--- config.mk ---
export PLATFORM = sky130hd
export DESIGN_NAME = century_calendar
export DESIGN_NICKNAME = d
export VERILOG_FILES = /design/src/rtl/cal_pkg.sv /design/src/rtl/cal_wrap_ctr.sv /design/src/rtl/cal_time_unit.sv /design/src/rtl/cal_date_unit.sv /design/src/rtl/century_calendar.sv
export SDC_FILE = /design/constraint.sdc
export NUM_CORES = 1
export LEC_CHECK = 0
export ABC_AREA = 1
export BUFFER_PORTS_ARGS = -buffer_cell sky130_fd_sc_hd__buf_2
export CAP_MARGIN = 20
export CORE_MARGIN = 8
export CORE_UTILIZATION = 40
export CTS_CLUSTER_DIAMETER = 80
export DETAILED_ROUTE_END_ITERATION = 8
export PLACE_DENSITY_LB_ADDON = 0.25
export RECOVER_POWER = 100
export SKIP_CTS_REPAIR_TIMING = 1
export SYNTH_ARGS = -nofsm -noshare
export SYNTH_HDL_FRONTEND = slang
export SYNTH_SLANG_ARGS = --single-unit
export TNS_END_PERCENT = 1
--- constraint.sdc ---
create_clock -name clk -period 2.4 [get_ports clk]
set_clock_uncertainty 0.15 [all_clocks]
set_input_delay 0.48 -clock clk [delete_from_list [all_inputs] [get_ports clk]]
set_output_delay 0.48 -clock clk [all_outputs]
set_load 0.01 [all_outputs]
--- src/rtl/cal_pkg.sv ---
package cal_pkg;
  localparam int SEC_W  = 6;
  localparam int MIN_W  = 6;
  localparam int HOUR_W = 5;
  localparam int DAY_W  = 5;
  localparam int MON_W  = 4;
  localparam int YEAR_W = 7;
  localparam int CENT_W = 5;

  // Leap rule split over the two stored fields
  function automatic logic leap_of(input logic [YEAR_W-1:0] yr,
                                   input logic [CENT_W-1:0] cen);
    if (yr != '0) return (yr[1:0] == 2'b00);
    else          return (cen[1:0] == 2'b00);
  endfunction

  function automatic logic [DAY_W-1:0] days_in(input logic [MON_W-1:0] mon,
                                               input logic leap);
    case (mon)
      4'd4, 4'd6, 4'd9, 4'd11: return DAY_W'(30);
      4'd2:                    return leap ? DAY_W'(29) : DAY_W'(28);
      default:                 return DAY_W'(31);
    endcase
  endfunction
endpackage

--- src/rtl/cal_wrap_ctr.sv ---
module cal_wrap_ctr #(
  parameter int W    = 6,
  parameter int LOWV = 0,
  parameter int RSTV = 0
) (
  input  logic         clk,
  input  logic         rst_n,
  input  logic         load,
  input  logic [W-1:0] ld_val,
  input  logic         inc,
  input  logic [W-1:0] lim,
  output logic [W-1:0] q,
  output logic         at_lim
);
  assign at_lim = (q == lim);

  always_ff @(posedge clk) begin
    if (!rst_n)      q <= W'(RSTV);
    else if (load)   q <= ld_val;
    else if (inc)    q <= at_lim ? W'(LOWV) : q + W'(1);
  end
endmodule

--- src/rtl/cal_time_unit.sv ---
module cal_time_unit
  import cal_pkg::*;
(
  input  logic              clk,
  input  logic              rst_n,
  input  logic              load,
  input  logic              step,
  input  logic [SEC_W-1:0]  ld_sec,
  input  logic [MIN_W-1:0]  ld_min,
  input  logic [HOUR_W-1:0] ld_hour,
  output logic [SEC_W-1:0]  sec,
  output logic [MIN_W-1:0]  min,
  output logic [HOUR_W-1:0] hour,
  output logic              day_wrap
);
  logic sec_top, min_top, hour_top;

  cal_wrap_ctr #(.W(SEC_W)) u_sec (
    .clk(clk), .rst_n(rst_n), .load(load), .ld_val(ld_sec),
    .inc(step), .lim(SEC_W'(59)), .q(sec), .at_lim(sec_top));

  cal_wrap_ctr #(.W(MIN_W)) u_min (
    .clk(clk), .rst_n(rst_n), .load(load), .ld_val(ld_min),
    .inc(step & sec_top), .lim(MIN_W'(59)), .q(min), .at_lim(min_top));

  cal_wrap_ctr #(.W(HOUR_W)) u_hour (
    .clk(clk), .rst_n(rst_n), .load(load), .ld_val(ld_hour),
    .inc(step & sec_top & min_top), .lim(HOUR_W'(23)), .q(hour), .at_lim(hour_top));

  assign day_wrap = sec_top & min_top & hour_top;
endmodule

--- src/rtl/cal_date_unit.sv ---
module cal_date_unit
  import cal_pkg::*;
#(
  parameter int LAST_CENT  = 27,
  parameter int RESET_CENT = 20
) (
  input  logic              clk,
  input  logic              rst_n,
  input  logic              load,
  input  logic              step,
  input  logic [DAY_W-1:0]  ld_day,
  input  logic [MON_W-1:0]  ld_mon,
  input  logic [YEAR_W-1:0] ld_year,
  input  logic [CENT_W-1:0] ld_cent,
  output logic [DAY_W-1:0]  day,
  output logic [MON_W-1:0]  mon,
  output logic [YEAR_W-1:0] year,
  output logic [CENT_W-1:0] cent,
  output logic              last_date
);
  logic day_top, mon_top, year_top, cent_top;
  logic [DAY_W-1:0] mlen;

  assign mlen = days_in(mon, leap_of(year, cent));

  cal_wrap_ctr #(.W(DAY_W), .LOWV(1), .RSTV(1)) u_day (
    .clk(clk), .rst_n(rst_n), .load(load), .ld_val(ld_day),
    .inc(step), .lim(mlen), .q(day), .at_lim(day_top));

  cal_wrap_ctr #(.W(MON_W), .LOWV(1), .RSTV(1)) u_mon (
    .clk(clk), .rst_n(rst_n), .load(load), .ld_val(ld_mon),
    .inc(step & day_top), .lim(MON_W'(12)), .q(mon), .at_lim(mon_top));

  cal_wrap_ctr #(.W(YEAR_W)) u_year (
    .clk(clk), .rst_n(rst_n), .load(load), .ld_val(ld_year),
    .inc(step & day_top & mon_top), .lim(YEAR_W'(99)), .q(year), .at_lim(year_top));

  cal_wrap_ctr #(.W(CENT_W), .RSTV(RESET_CENT)) u_cent (
    .clk(clk), .rst_n(rst_n), .load(load), .ld_val(ld_cent),
    .inc(step & day_top & mon_top & year_top), .lim(CENT_W'(LAST_CENT)),
    .q(cent), .at_lim(cent_top));

  assign last_date = day_top & mon_top & year_top & cent_top;
endmodule

--- src/rtl/century_calendar.sv ---
module century_calendar
  import cal_pkg::*;
#(
  parameter int LAST_CENT  = 27,
  parameter int RESET_CENT = 20
) (
  input  logic              clk,
  input  logic              rst_n,
  input  logic              tick_i,
  input  logic              load_i,
  input  logic [SEC_W-1:0]  ld_sec_i,
  input  logic [MIN_W-1:0]  ld_min_i,
  input  logic [HOUR_W-1:0] ld_hour_i,
  input  logic [DAY_W-1:0]  ld_day_i,
  input  logic [MON_W-1:0]  ld_mon_i,
  input  logic [YEAR_W-1:0] ld_year_i,
  input  logic [CENT_W-1:0] ld_cent_i,
  output logic [SEC_W-1:0]  sec_o,
  output logic [MIN_W-1:0]  min_o,
  output logic [HOUR_W-1:0] hour_o,
  output logic [DAY_W-1:0]  day_o,
  output logic [MON_W-1:0]  mon_o,
  output logic [YEAR_W-1:0] year_o,
  output logic [CENT_W-1:0] cent_o,
  output logic              end_o
);
  logic day_wrap, last_date;
  logic halt_evt;   // tick at the final second of the range
  logic adv_evt;    // tick that moves the clock
  logic day_evt;    // tick that carries into the date

  assign halt_evt = tick_i & ~load_i & day_wrap & last_date;
  assign adv_evt  = tick_i & ~load_i & ~halt_evt;
  assign day_evt  = adv_evt & day_wrap;

  cal_time_unit u_time (
    .clk(clk), .rst_n(rst_n), .load(load_i), .step(adv_evt),
    .ld_sec(ld_sec_i), .ld_min(ld_min_i), .ld_hour(ld_hour_i),
    .sec(sec_o), .min(min_o), .hour(hour_o), .day_wrap(day_wrap));

  cal_date_unit #(.LAST_CENT(LAST_CENT), .RESET_CENT(RESET_CENT)) u_date (
    .clk(clk), .rst_n(rst_n), .load(load_i), .step(day_evt),
    .ld_day(ld_day_i), .ld_mon(ld_mon_i), .ld_year(ld_year_i), .ld_cent(ld_cent_i),
    .day(day_o), .mon(mon_o), .year(year_o), .cent(cent_o), .last_date(last_date));

  always_ff @(posedge clk) begin
    if (!rst_n)        end_o <= 1'b0;
    else if (load_i)   end_o <= 1'b0;
    else if (halt_evt) end_o <= 1'b1;
  end
endmodule

Yosys cells after proc, flatten, opt, wreduce, memory -nomap -nowiden
Cells that the tools add are included.
- bits in registers: 39
- input bits: 42
- output and inout bits: 39
- word-level logic and storage cells: 81
- add/sub/neg operators: 7
- eq/ne operators: 12
- multiplexer cells: 24
- bitwise logic cells: 18
- reduce and logical (&&, ||, !) cells: 12
- operators by type and width (kind ; count):
    $mux 5 ; 9
    $mux 6 ; 6
    $mux 7 ; 3
    $add 5x1->5 const B ; 3
    $and 1x1->1 ; 15
    $reduce_bool 2->1 ; 7
    $add 6x1->6 const B ; 2
    $eq 4x4->1 const B ; 3
    $eq 6x6->1 const B ; 2
    $mux 4 ; 3
    $eq 5x5->1 const B ; 2
    $pmux 5 s2 ; 1
    $eq 4x3->1 const B ; 2
    $add 7x1->7 const B ; 1
    $eq 7x7->1 const B ; 1
    $reduce_bool 7->1 ; 1
    $eq 5x5->1 ; 1
    $add 4x1->4 const B ; 1
    $eq 4x2->1 const B ; 1
    $logic_not 2->1 ; 2
    $reduce_or 4->1 ; 1
    $not 1->1 ; 3
    $mux 1 ; 2
    $reduce_or 2->1 ; 1

Longest topological paths before layout
Gate-level depths: netlist of run 1.
- word-level depth: 17
- mapped depth: 16
- mapped depth without buffers: 16

Hierarchy
Synthesis of run 1 repeated with hierarchy kept, for this count alone.
- cell total of the unflattened synthesis: 551
- area total of the unflattened synthesis: 3296.9 um2
- modules (own cells, without submodules) (module ; times used ; cells an instance ; area an instance (um2) ; sequential area each (um2)):
    cal_wrap_ctr at u_time.u_min ... ; 2 ; 75 ; 470.5 ; 120.1
    cal_wrap_ctr at u_date.u_year ; 1 ; 81 ; 551.8 ; 140.1
    cal_wrap_ctr at u_date.u_day ; 1 ; 71 ; 422.9 ; 100.1
    cal_wrap_ctr at u_date.u_cent ; 1 ; 66 ; 397.9 ; 100.1
    cal_wrap_ctr at u_time.u_hour ; 1 ; 67 ; 389.1 ; 100.1
    cal_wrap_ctr at u_date.u_mon ; 1 ; 60 ; 336.6 ; 80.1
    cal_date_unit ; 1 ; 34 ; 140.1 ; 0.0
    century_calendar ; 1 ; 13 ; 83.8 ; 20.0
    cal_time_unit ; 1 ; 9 ; 33.8 ; 0.0

Worst setup path after synthesis of run 1
OpenSTA, ideal clock, no wires.
- path type: register to register
- start: register u_date.u_mon.q[0]
- end: register u_time.u_sec.q[1]
- setup time: 0.116 ns
- arrival: 1.826 ns
- data required time: 2.134 ns
- setup slack: 0.308 ns
- cell stages (with the launch flop): 14
- path buffers: 1
- period minus slack after synthesis: 2.092 ns
- path through: dfxtp_1 inv_1 ha_1 nor3b_2 nand2_1 nand2_1 nor2_1 nand2_1 nor2_4 nand2_4 nand2_4 nand2_4 buf_6 o211a_1
- word-level cells in the longest chain between the ends: 11
- elaborated cells on any way between the ends: 16
- those cells by class: eq/ne: 7; mux: 1; bitwise: 6; reduce/logical: 2
- RTL lines (item ; RTL line ; text):
    start, declared ; cal_wrap_ctr.sv:12 ; output logic [W-1:0] q,
    start signal, assigned ; cal_wrap_ctr.sv:18 ; if (!rst_n) q <= W'(RSTV);
    start signal, assigned ; cal_wrap_ctr.sv:19 ; else if (load) q <= ld_val;
    start signal, assigned ; cal_wrap_ctr.sv:20 ; else if (inc) q <= at_lim ? W'(LOWV) : q + W'(1);
    $eq 4x3->1 / $eq 4x4->1 (equally long branches) ; cal_pkg.sv:19 ; case (mon)
    $reduce_or 4->1 ; cal_pkg.sv:19 ;
    $pmux 5 s2 ; cal_pkg.sv:19 ;
    $eq 5x5->1 ; cal_wrap_ctr.sv:15 ; assign at_lim = (q == lim);
    $and 1x1->1 (*) (3 in series) ; cal_date_unit.sv:43 ; assign last_date = day_top & mon_top & year_top & cent_top;
    $and 1x1->1 (*) ; century_calendar.sv:32 ; assign halt_evt = tick_i & ~load_i & day_wrap & last_date;
    $not 1->1 (*) ; century_calendar.sv:33 ; assign adv_evt = tick_i & ~load_i & ~halt_evt;
    $and 1x1->1 (*) ; century_calendar.sv:33 ;
    $reduce_bool 2->1 (no line) (*) ; -- ;
    end signal, assigned ; cal_wrap_ctr.sv:18 ;
    end signal, assigned ; cal_wrap_ctr.sv:19 ;
    end signal, assigned ; cal_wrap_ctr.sv:20 ;
    end, declared ; cal_wrap_ctr.sv:12 ;
Every way passes the cells marked *; elsewhere a longest branch is shown, timed or not.
A chain may end at the register's enable or synchronous reset.

Final worst setup path of run 1
- start: register u_time.u_sec.q[1]
- end: register u_date.u_mon.q[2]
- word-level cells in the longest chain between the ends: 10
- RTL lines (item ; RTL line ; text):
    $eq 6x6->1 (*) ; cal_wrap_ctr.sv:15 ;
    $and 1x1->1 (*) (2 in series) ; cal_time_unit.sv:30 ; assign day_wrap = sec_top & min_top & hour_top;
    $and 1x1->1 (2 in series) ; century_calendar.sv:32 ;
    $not 1->1 ; century_calendar.sv:33 ;
    $and 1x1->1 ; century_calendar.sv:33 ;
    $and 1x1->1 (*) ; century_calendar.sv:34 ; assign day_evt = adv_evt & day_wrap;
    $and 1x1->1 (*) ; cal_date_unit.sv:32 ; .inc(step & day_top), .lim(MON_W'(12)), .q(mon), .at_lim(mon_top));
    $reduce_bool 2->1 (no line) (*) ; -- ;
Marks and branches as above.

==> results.cfg, run 1 <==
[global_routing]
grt_max_degree = 28
antenna_found_initial = 0
global_route_wire_length_before_repair_mm = 12.46
gr-total-overflow = 0
first_global_vias = 2738
gr-usage-all-layers_pct = 15.00

[cts]
worstSkewPairLatency_ps = 290
clock_sink_count = 39
cts_tree = done
cts.path.max_buffers = 2
clock_pin_slew_on_the_worst_setup_and_hold_paths_ps = 80
numCtsBuffers = 5
cts-root-buf = sky130_fd_sc_hd__clkbuf_8
htree_num_levels = 2

[setup_path]
worst_r2r_endpoint = u_date.u_mon.q[2]
cp_top_family = simple AND/OR/NAND/NOR gates
reg2reg_slack_ps = 140
worstSetupPathDepth = 12
critPathCaptureType = register
crit_end = u_date.u_mon.q[2]
worstPathMaxFanout = 7
crit_path_start_kind = register
critical_path_data_required_time_ps = 2440
worst-endpoint-arrival_ps = 2300
critPathSlowestCell = sky130_fd_sc_hd__dfxtp_1
reg2regPathDepth = 12
critPathKind = reg2reg
worstPathBufferInverterCount = 2
crit_path_max_incr_delay_ps = 400
crit_path_start = u_time.u_sec.q[1]
worstPathCellList = ha_1 -> nand3b_1 -> nor2_2 -> nand2_1 -> nor2_2 -> nand3_1 -> nand4_4 -> nand2_8 -> buf_4 -> buf_4 -> o21ai_1 -> nor2_1
crit-reg2reg-launch = u_time.u_sec.q[1]

[sta]
period_share_pct = 93.97
fin_crit_ps = 2255
total_of_endpoints_with_negative_setup_slack_in_the_final_report = 0
report.final.hold_viol_count = 0
maxSlewViolCount = 0
maxSlewHeadroom_pct = 61.39
max_freq_ghz = 0.4434
setup_repair_after_global_routing_missed_its_margin = true
max_slew.worst_pin.slew_ps = 577.8

[floorplan]
dieHeight_um = 97.55
floorplan.die_area_um2 = 9516
design.portCount = 81
die-width_um = 97.55
start_util_pct = 41.65
row_count = 29
placeableCoreArea_um2 = 6386

[synth]
synth_area_um2 = 2660
ys_types = 41
postSynthRegisterBits = 39
synth.net_count = 443
yosysSeqAreaShare_pct = 29.35
yosys_warnings = 0
syn-instance-count = 389
post_synth.cell_area_avg_um2 = 6.838

[drt]
detail_route.vias_per_cell = 5.132
via_count = 2874
routed-wl-met3_um = 404
ant_nets = 0
violation_count_after_the_first_detailed_route_iteration = 94
routed.top_layer = met4
drt-wirelength-per-cell_um = 13.97
drt_wl_total_mm = 7.825
met2RoutedLength_mm = 3.591
drt-pass1-iter-count = 4
wl_met1_mm = 3.783
detail_route.drc_violations = 0

[hold_path]
hold_path_depth = 3
hold_path_class = in2reg

[job]
timing.max_cap.violations = 0

[run_status]
status = completed

[layout]
postLayoutCoreUtil_pct = 52.70
number_of_nets_in_the_layout = 537
post_route_cells_drive_above_1_share_pct = 24.43
syn2layout_area_growth_pct = 26.53
post_layout_nonfiller_instances = 560
n_antenna_cell = 0

[placed_design]
dp.final_hpwl_mm = 5.714
dpl.cell_count = 543
port-buffer-count = 80
place_congestion = 0.8446

[pwr]
vdd_ir_drop_max_v = 0.0002601
power.static_leakage_uw = 0.001544
power-per-cell-area_nw_per_um2 = 472.9
-- report_power, final --
group | switching (uW) | total, uW | leakage, uW | internal (uW)
registers | 55.8 | 746 | 0.000323 | 690
clock network | 239 | 465 | 0.0000470 | 226
logic | 220 | 381 | 0.00117 | 160
total | 515 | 1590 | 0.00154 | 1080
-- how the worst min path moves through the flow --
stage,from,endpoint,slack [ps]
detailed placement,end_o,end_o,320
finish,ld_sec_i[5],u_time.u_sec.q[5],300
floorplan,end_o,end_o,330
global placement,end_o,end_o,310
global route,ld_sec_i[5],u_time.u_sec.q[5],320
CTS,ld_sec_i[5],u_time.u_sec.q[5],300
-- metrics by stage --
stage | setup TNS, ps | instance area, um^2 | setup WS (ps) | power, uW | hold slack [ps]
floorplan | 0 | 2660 | 307.9 | 987.4 | 329.5
global placement | 0 | 3166 | 165.3 | 1122 | 314.5
detailed placement | 0 | 3166 | 90.73 | 1128 | 315.9
CTS | 0 | 3253 | 72.39 | 1595 | 297.8
global route | -287.2 | 3366 | -44.52 | 1685 | 318.7
finish | 0 | 3366 | 144.7 | 1592 | 304.6
-- worst min-delay path, stage by stage --
cell	delay [ps]
sky130_fd_sc_hd__buf_2	100
sky130_fd_sc_hd__nand2_1	50
sky130_fd_sc_hd__a31oi_1	70
-- layout by cell type (no fill, tap or decap), drive strengths merged, types with 4 or more instances in the layout --
| cell | instances |
|---|---|
| inv | 34 |
| nor2 | 50 |
| xor2 | 12 |
| a22o | 4 |
| ha | 12 |
| a22oi | 5 |
| nand4 | 6 |
| o21ai | 36 |
| nand2 | 98 |
| clkbuf | 33 |
| xnor2 | 5 |
| a21oi | 23 |
| buf | 72 |
| nand3 | 33 |
| dfxtp | 39 |
-- registers in the layout, summed over array words and instances (netlist names) --
| name | count |
|---|---|
| u_date.u_mon.q | 4 |
| u_time.u_min.q | 6 |
| u_time.u_hour.q | 5 |
| u_time.u_sec.q | 6 |
| u_date.u_cent.q | 5 |
| u_date.u_day.q | 5 |
| end_o | 1 |
| u_date.u_year.q | 7 |
-- metal layers --
metal,vias up,global-route usage (%)
li1,1476,-
met2,69,24.26
met1,1325,18.95
met4,0,4.079
met3,4,4.054
met5,-,0
-- cell type report --
cell class                 instances  area (um^2)
clock buffer                       6        82.58
clock inverter                     1        5.005
fill                             681         3020
inverter                          35        131.4
multi-input combinational        303         1753
sequential                        39        788.3
tap                               77        96.34
timing repair buffer              99        509.2
-- cell families (layout without fill, tap and decap cells) --
group / after synthesis / in the layout / share of synthesized area [%]
compound gates: 75 / 75 / 16.70
xor+xnor: 17 / 17 / 5.597
fa+ha+maj: 12 / 12 / 5.644
buf+inv: 48 / 141 / 7.431
flops: 39 / 39 / 29.35
mux: 2 / 2 / 0.7526
simple gates: 196 / 197 / 34.52
-- Yosys cell counts (all sizes together) --
master,count,area [um^2]
nand3b,2,15.01
nor4,2,12.51
buf,4,32.53
nor3b,1,12.51
a32o,1,10.01
a21oi,23,130.1
o21ai,36,183.9
mux2i,2,20.02
clkbuf,9,33.78
nand3,33,197.7
o221ai,1,8.760
nand4,6,43.79
o211a,1,10.01
or2,2,12.51
xnor2,5,43.79
o31ai,1,7.510
clkinv,1,3.750
a22oi,5,37.54
nor3,3,25.02
a22o,4,35.03
inv,34,127.6
xor2,12,105.1
a31oi,1,6.260
dfxtp,39,780.8
nand2,97,401.6
a211oi,2,15.01
ha,12,150.1
nor2,50,197.7
Note: power is estimated with default switching activity, not from simulation.
==> run 2: changes to the inputs <==
--- a/config.mk
+++ b/config.mk
@@ -14,8 +14,10 @@
 export DETAILED_ROUTE_END_ITERATION = 8
 export PLACE_DENSITY_LB_ADDON = 0.25
 export RECOVER_POWER = 100
+export REMOVE_ABC_BUFFERS = 1
 export SKIP_CTS_REPAIR_TIMING = 1
 export SYNTH_ARGS = -nofsm -noshare
 export SYNTH_HDL_FRONTEND = slang
+export SYNTH_HIERARCHICAL = 1
 export SYNTH_SLANG_ARGS = --single-unit
 export TNS_END_PERCENT = 1
==> run 2 against run 1 <==
  * Area after synthesis increased by 24%
  * Largest cell class unchanged
  * The run now ends with negative setup slack left
  * Via count increased by 33%
  * Synthesized cell count increased by 42%
  * Largest power group unchanged
  * Critical path type unchanged
==> results.cfg, run 2 <==
[run_status]
status = finished, violations left
violated_checks = negative setup slack

[cts]
worstSkewPairLatency_ps = 290
clock_pin_slew_on_the_worst_setup_and_hold_paths_ps = 80
cts_tree = done
cts.path.max_buffers = 2
cts-root-buf = sky130_fd_sc_hd__clkbuf_8
clock_sink_count = 39
htree_num_levels = 2
numCtsBuffers = 5

[global_routing]
gr-usage-all-layers_pct = 15.46
gr-total-overflow = 0
global_route_wire_length_before_repair_mm = 15.17
antenna_found_initial = 0
first_global_vias = 3584
grt_max_degree = 55

[setup_path]
worstSetupPathDepth = 22
reg2regPathDepth = 22
worstPathCellList = inv_2 -> nor2_2 -> nand2_2 -> nor2_2 -> nand2_1 -> nand2_1 -> nand2_1 -> nand2_2 -> nor2_2 -> nand3_2 -> inv_2 -> nand2_4 -> nor2_4 -> nor3b_4 -> inv_2 -> nor3b_2 -> inv_1 -> nor2_2 -> o21ai_1 -> nor2_1 -> nand2_1 -> a21oi_2
critPathKind = reg2reg
critical_path_data_required_time_ps = 2480
worstPathMaxFanout = 3
crit_path_max_incr_delay_ps = 350
worst-endpoint-arrival_ps = 2560
critPathCaptureType = register
crit_path_start_kind = register
worstPathBufferInverterCount = 4
critPathSlowestCell = sky130_fd_sc_hd__dfxtp_2
cp_top_family = simple AND/OR/NAND/NOR gates

[synth]
multiplexer_share_of_the_synthesized_area_pct = 0.3036
post-synth-top-area-cell = sky130_fd_sc_hd__dfxtp_1
synth_xor_area_share_pct = 4.782
post_synth_most_frequent_cells = sky130_fd_sc_hd__nand2_1 (146), sky130_fd_sc_hd__inv_1 (107), sky130_fd_sc_hd__nor2_1 (64), sky130_fd_sc_hd__a21oi_1 (41), sky130_fd_sc_hd__dfxtp_1 (39)
top_ff_cell_synth = sky130_fd_sc_hd__dfxtp_1
synth_area_um2 = 3297
post-synth-top-count-cell = sky130_fd_sc_hd__nand2_1
postSynth.asyncResetShare_pct = 0
postSynthRegisterBits = 39
ys_types = 34
yosysSeqAreaShare_pct = 23.68
yosys_warnings = 6
yosys.area.top_type_share_pct = 23.68
synth-edff-count = 0
post_synth.cell_area_avg_um2 = 5.984
synth_compound_gate_area_share_pct = 16.32
yosys-top-cells-area = sky130_fd_sc_hd__dfxtp_1 (24%), sky130_fd_sc_hd__nand2_1 (17%), sky130_fd_sc_hd__inv_1 (12%)
post_synth_and_or_nand_nor_area_fraction_pct = 36.70
synth_top_family_by_area = simple AND/OR/NAND/NOR gates
syn-instance-count = 551
synth_fa_ha_area_share_pct = 2.657

[layout]
seq_area_um2 = 784.5
layout_commonest_cell = sky130_fd_sc_hd__nand2_1
post_route_cells_drive_above_1_share_pct = 23.42
regMostFlops = u_date/u_year/q
number_of_nets_in_the_layout = 791
final_cell_mix = sky130_fd_sc_hd__nand2_1 (143), sky130_fd_sc_hd__inv_1 (101), sky130_fd_sc_hd__buf_2 (68)
fill_count = 876
multi_input_comb_area_um2 = 2330
largest_register_ff_count = 7
postLayoutCoreUtil_pct = 55.27
largest_registers = u_date/u_year/q x7, u_time/u_min/q x6, u_time/u_sec/q x6
syn2layout_area_growth_pct = 35.67
n_antenna_cell = 0

[sta]
maxSlewHeadroom_pct = 55.21
postLayoutSetupSlackWorst_ps = -77.96
whs_ps = 258.5
setup_repair_after_global_routing_missed_its_margin = true
totalNegativeSetupSlack_ps = -511.5
maxSlewViolCount = 0
max_freq_ghz = 0.4036
report.final.hold_viol_count = 0
fin_crit_ps = 2478
max_slew.worst_pin.slew_ps = 671.8
total_of_endpoints_with_negative_setup_slack_in_the_final_report = 18
period_share_pct = 103.2

[floorplan]
start_util_pct = 40.74
row_count = 33
die-width_um = 106.8
floorplan.die_area_um2 = 11400
dieHeight_um = 106.8
design.portCount = 81
placeableCoreArea_um2 = 8093

[drt]
detail_route.vias_per_cell = 4.504
via_count = 3819
drt_wl_total_mm = 8.913
drt-pass1-iter-count = 4
detail_route.drc_violations = 0
violation_count_after_the_first_detailed_route_iteration = 149
ant_nets = 0
drt-wirelength-per-cell_um = 10.51

[placed_design]
place_ws_ps = -184.5
dp.final_hpwl_mm = 6.937
port-buffer-count = 80
place_congestion = 0.8858

[hold_path]
hold_path_depth = 3
hold_path_class = in2reg

[pwr]
power-per-cell-area_nw_per_um2 = 383.4
power.static_leakage_uw = 0.002420
vdd_ir_drop_max_v = 0.0001703

[job]
timing.max_cap.violations = 0
==> run 2: cell types whose count changed in the layout (fill, tap and decap cells not counted), sizes merged, moves of 20 or more <==
cell,previous run,this run
a21oi,23,43
a22oi,5,34
buf,72,98
conb,0,63
inv,34,112
nand2,98,151
nor2,50,80
o21ai,36,5
==> run 2: power breakdown <==
group / total [uW] / switching [uW] / internal [uW]
Sequential: 714 / 26.7 / 687
Clock: 489 / 227 / 262
Combinational: 512 / 303 / 209
==> run 2: area by class of cell <==
class | count | area share (%)
Tap cell | 105 | 2.937
Timing Repair Buffer | 130 | 15.33
Multi-Input combinational cell | 450 | 52.08
Inverter | 116 | 9.874
Sequential cell | 39 | 17.54
Clock buffer | 8 | 2.238
==> run 2: cell families after synthesis <==
logic type                 after synthesis
AOI/OAI and AO/OA                       85
xor gates and xnor gates                18
adders and majority gates                7
buffers and inverters                  121
DFF                                     39
muxes                                    1
other                                    4
and+or+nand+nor                        276
==> run 2: through the flow <==
stage	area [um^2]	total power (uW)	cells
floorplan	3462	1033	605
global placement	4362	1234	839
detailed placement	4362	1245	839
CTS	4462	1742	847
global route	4473	1844	848
finish	4473	1715	848
==> run 2: worst paths after layout <==
kind	start	end	slack (ps)
worst min register to register	end_o	end_o	330
worst min-delay path	ld_cent_i[4]	u_date/u_cent/q[4]	260
worst max-delay path	u_date/u_mon/q[1]	u_date/u_cent/q[3]	-80
worst max register to register	u_date/u_mon/q[1]	u_date/u_cent/q[3]	-80
==> run 2: routing by layer <==
| layer | track usage, % | routed length, um |
|---|---|---|
| met1 | 18.81 | 4159 |
| met2 | 26.69 | 4188 |
| met3 | 3.239 | 466 |
| met4 | 4.523 | 98 |
| met5 | 0 | 0 |
==> run 2: tightest hold or removal path, cell delays in order <==
cell	delay, ps
sky130_fd_sc_hd__buf_2	90
sky130_fd_sc_hd__a221oi_2	60
sky130_fd_sc_hd__o21ai_2	50
==> run 3: changes to the inputs <==
--- a/config.mk
+++ b/config.mk
@@ -14,7 +14,6 @@
 export DETAILED_ROUTE_END_ITERATION = 8
 export PLACE_DENSITY_LB_ADDON = 0.25
 export RECOVER_POWER = 100
-export REMOVE_ABC_BUFFERS = 1
 export SKIP_CTS_REPAIR_TIMING = 1
 export SYNTH_ARGS = -nofsm -noshare
 export SYNTH_HDL_FRONTEND = slang
==> run 3 against run 2 <==
  * The flow still finishes with violations (negative setup slack)
  * Critical path depth down 2
  * Final area up 0.62%
  * Sequential cell count unchanged
  * Die area unchanged
  * Clock power up 9.8%
  * Clock-buffer cell count down 1
  * Largest cell class unchanged
  * Largest power group unchanged
==> results.cfg, run 3 (same netlist as run 2, synthesis figures left out) <==
[run_status]
status = finished, violations left
violated_checks = negative setup slack

[layout]
n_antenna_cell = 0
largest_register_ff_count = 7
layout_commonest_cell = sky130_fd_sc_hd__nand2_1
post_route_cells_drive_above_1_share_pct = 26.02
post_layout_nonfiller_instances = 843
final_cell_mix = sky130_fd_sc_hd__nand2_1 (143), sky130_fd_sc_hd__inv_1 (101), sky130_fd_sc_hd__buf_2 (72)
number_of_nets_in_the_layout = 786
largest_registers = u_date/u_year/q x7, u_time/u_min/q x6, u_time/u_sec/q x6
final_area_um2 = 4501
regMostFlops = u_date/u_year/q
syn2layout_area_growth_pct = 36.51

[cts]
cts_tree = done
cts-root-buf = sky130_fd_sc_hd__clkbuf_8
htree_num_levels = 2
clock_pin_slew_on_the_worst_setup_and_hold_paths_ps = 80
worstSkewPairLatency_ps = 290
clock_sink_count = 39
cts.path.max_buffers = 2
numCtsBuffers = 5

[drt]
violation_count_after_the_first_detailed_route_iteration = 167
detail_route.drc_violations = 0
drt-wirelength-per-cell_um = 10.73
ant_nets = 0
drt-pass1-iter-count = 6
detail_route.vias_per_cell = 4.490
drt_wl_total_mm = 9.042
via_count = 3785

[sta]
report.final.hold_viol_count = 0
maxSlewViolCount = 0
total_of_endpoints_with_negative_setup_slack_in_the_final_report = 20
setup_repair_after_global_routing_missed_its_margin = true
max_freq_ghz = 0.4006
postLayoutSetupSlackWorst_ps = -96.51
maxSlewHeadroom_pct = 56.01
fin_crit_ps = 2497
max_slew.worst_pin.slew_ps = 659.8
period_share_pct = 104.0

[placed_design]
port-buffer-count = 80
detailed_place.area_um2 = 4355
place_ws_ps = -144.8
dp.final_hpwl_mm = 7.038
dpl.cell_count = 835
place_congestion = 0.8449

[setup_path]
worstPathBufferInverterCount = 4
timing.critical_path.mode_cell = sky130_fd_sc_hd__nand2_1
crit_path_start_kind = register
crit_path_max_incr_delay_ps = 340
cp_top_family = simple AND/OR/NAND/NOR gates
critPathKind = reg2reg
worstPathCellList = or2_1 -> nor2_2 -> nand2_1 -> nand2_1 -> nand2_1 -> nand2_1 -> nor2_1 -> nand3_2 -> inv_2 -> nand2_2 -> nor2_2 -> nor3b_2 -> inv_1 -> nor3b_2 -> inv_1 -> nor2_2 -> inv_2 -> a21oi_1 -> o21ai_1 -> o21ai_2
critPathSlowestCell = sky130_fd_sc_hd__dfxtp_4
worstPathMaxFanout = 4
critPathCaptureType = register
critical_path_data_required_time_ps = 2470
worst-endpoint-arrival_ps = 2570

[global_routing]
gr-total-overflow = 0
grt_max_degree = 55
global_route_wire_length_before_repair_mm = 15.56
gr-usage-all-layers_pct = 15.95
first_global_vias = 3635
antenna_found_initial = 0

[floorplan]
row_count = 33
dieHeight_um = 106.8
start_util_pct = 40.74
die-width_um = 106.8
placeableCoreArea_um2 = 8093
design.portCount = 81
floorplan.die_area_um2 = 11400

[hold_path]
hold_path_class = in2reg

[job]
timing.max_cap.violations = 0

[pwr]
power-per-cell-area_nw_per_um2 = 393.6
power.static_leakage_uw = 0.002486
vdd_ir_drop_max_v = 0.0001637
-- run 3: cell types whose count changed in the layout (fill, tap and decap cells not counted), moves of 4 or more --
| cell | change |
|---|---|
| sky130_fd_sc_hd__nor2_2 | -4 |
| sky130_fd_sc_hd__dfxtp_2 | +4 |
| sky130_fd_sc_hd__buf_4 | +14 |
| sky130_fd_sc_hd__dfxtp_1 | -7 |
| sky130_fd_sc_hd__clkbuf_1 | -24 |
| sky130_fd_sc_hd__buf_2 | +4 |
| sky130_fd_sc_hd__nor2_1 | +5 |
-- run 3: through the flow --
step	setup TNS [ps]	total power [uW]	util, %	hold WS [ps]
floorplan	-428.6	1050	-	332.3
global route	-7894	1898	55.61	272.0
CTS	-3016	1786	55.21	268.3
detailed placement	-1628	1243	53.82	310.3
global placement	-151.6	1232	53.82	320.4
finish	-746.6	1772	55.61	283.6
-- run 3: layout make-up --
cell class	count	area, um^2
clock buffer	7	107.6
clock inverter	1	5.005
inverter	116	441.7
sequential	39	800.8
tap	105	131.4
fill	865	3592
multi-input combinational	450	2290
timing repair buffer	125	724.4
-- run 3: layer usage --
layer / GRT usage [%] / share of wire [%] / up-vias / wire [um]
li1: - / - / 2030 / -
met4: 3.819 / 1.3 / 0 / 114
met1: 19.93 / 47 / 1631 / 4275
met5: 0 / 0 / - / 0
met2: 27.13 / 46 / 109 / 4118
met3: 3.539 / 5.9 / 15 / 534
-- run 3: power by group --
part	switching [uW]	leakage, uW	total, uW	internal [uW]
clock network	242	0.0000594	537	295
registers	30.4	0.000326	717	687
logic	297	0.00210	517	220
-- run 3: worst paths after layout --
path | start | endpoint | slack [ps] | depth (start not counted)
max | u_date/u_year/q[1] | u_date/u_cent/q[4] | -100 | 20
min | ld_cent_i[4] | u_date/u_cent/q[4] | 280 | 3
max reg2reg | u_date/u_year/q[1] | u_date/u_cent/q[4] | -100 | 20
min reg2reg | end_o | end_o | 320 | 2
-- run 3: tightest hold or removal path, delay by kind of cell --
family          cells  cell delay [ps]
compound gates      2              120
buf+inv             1               90
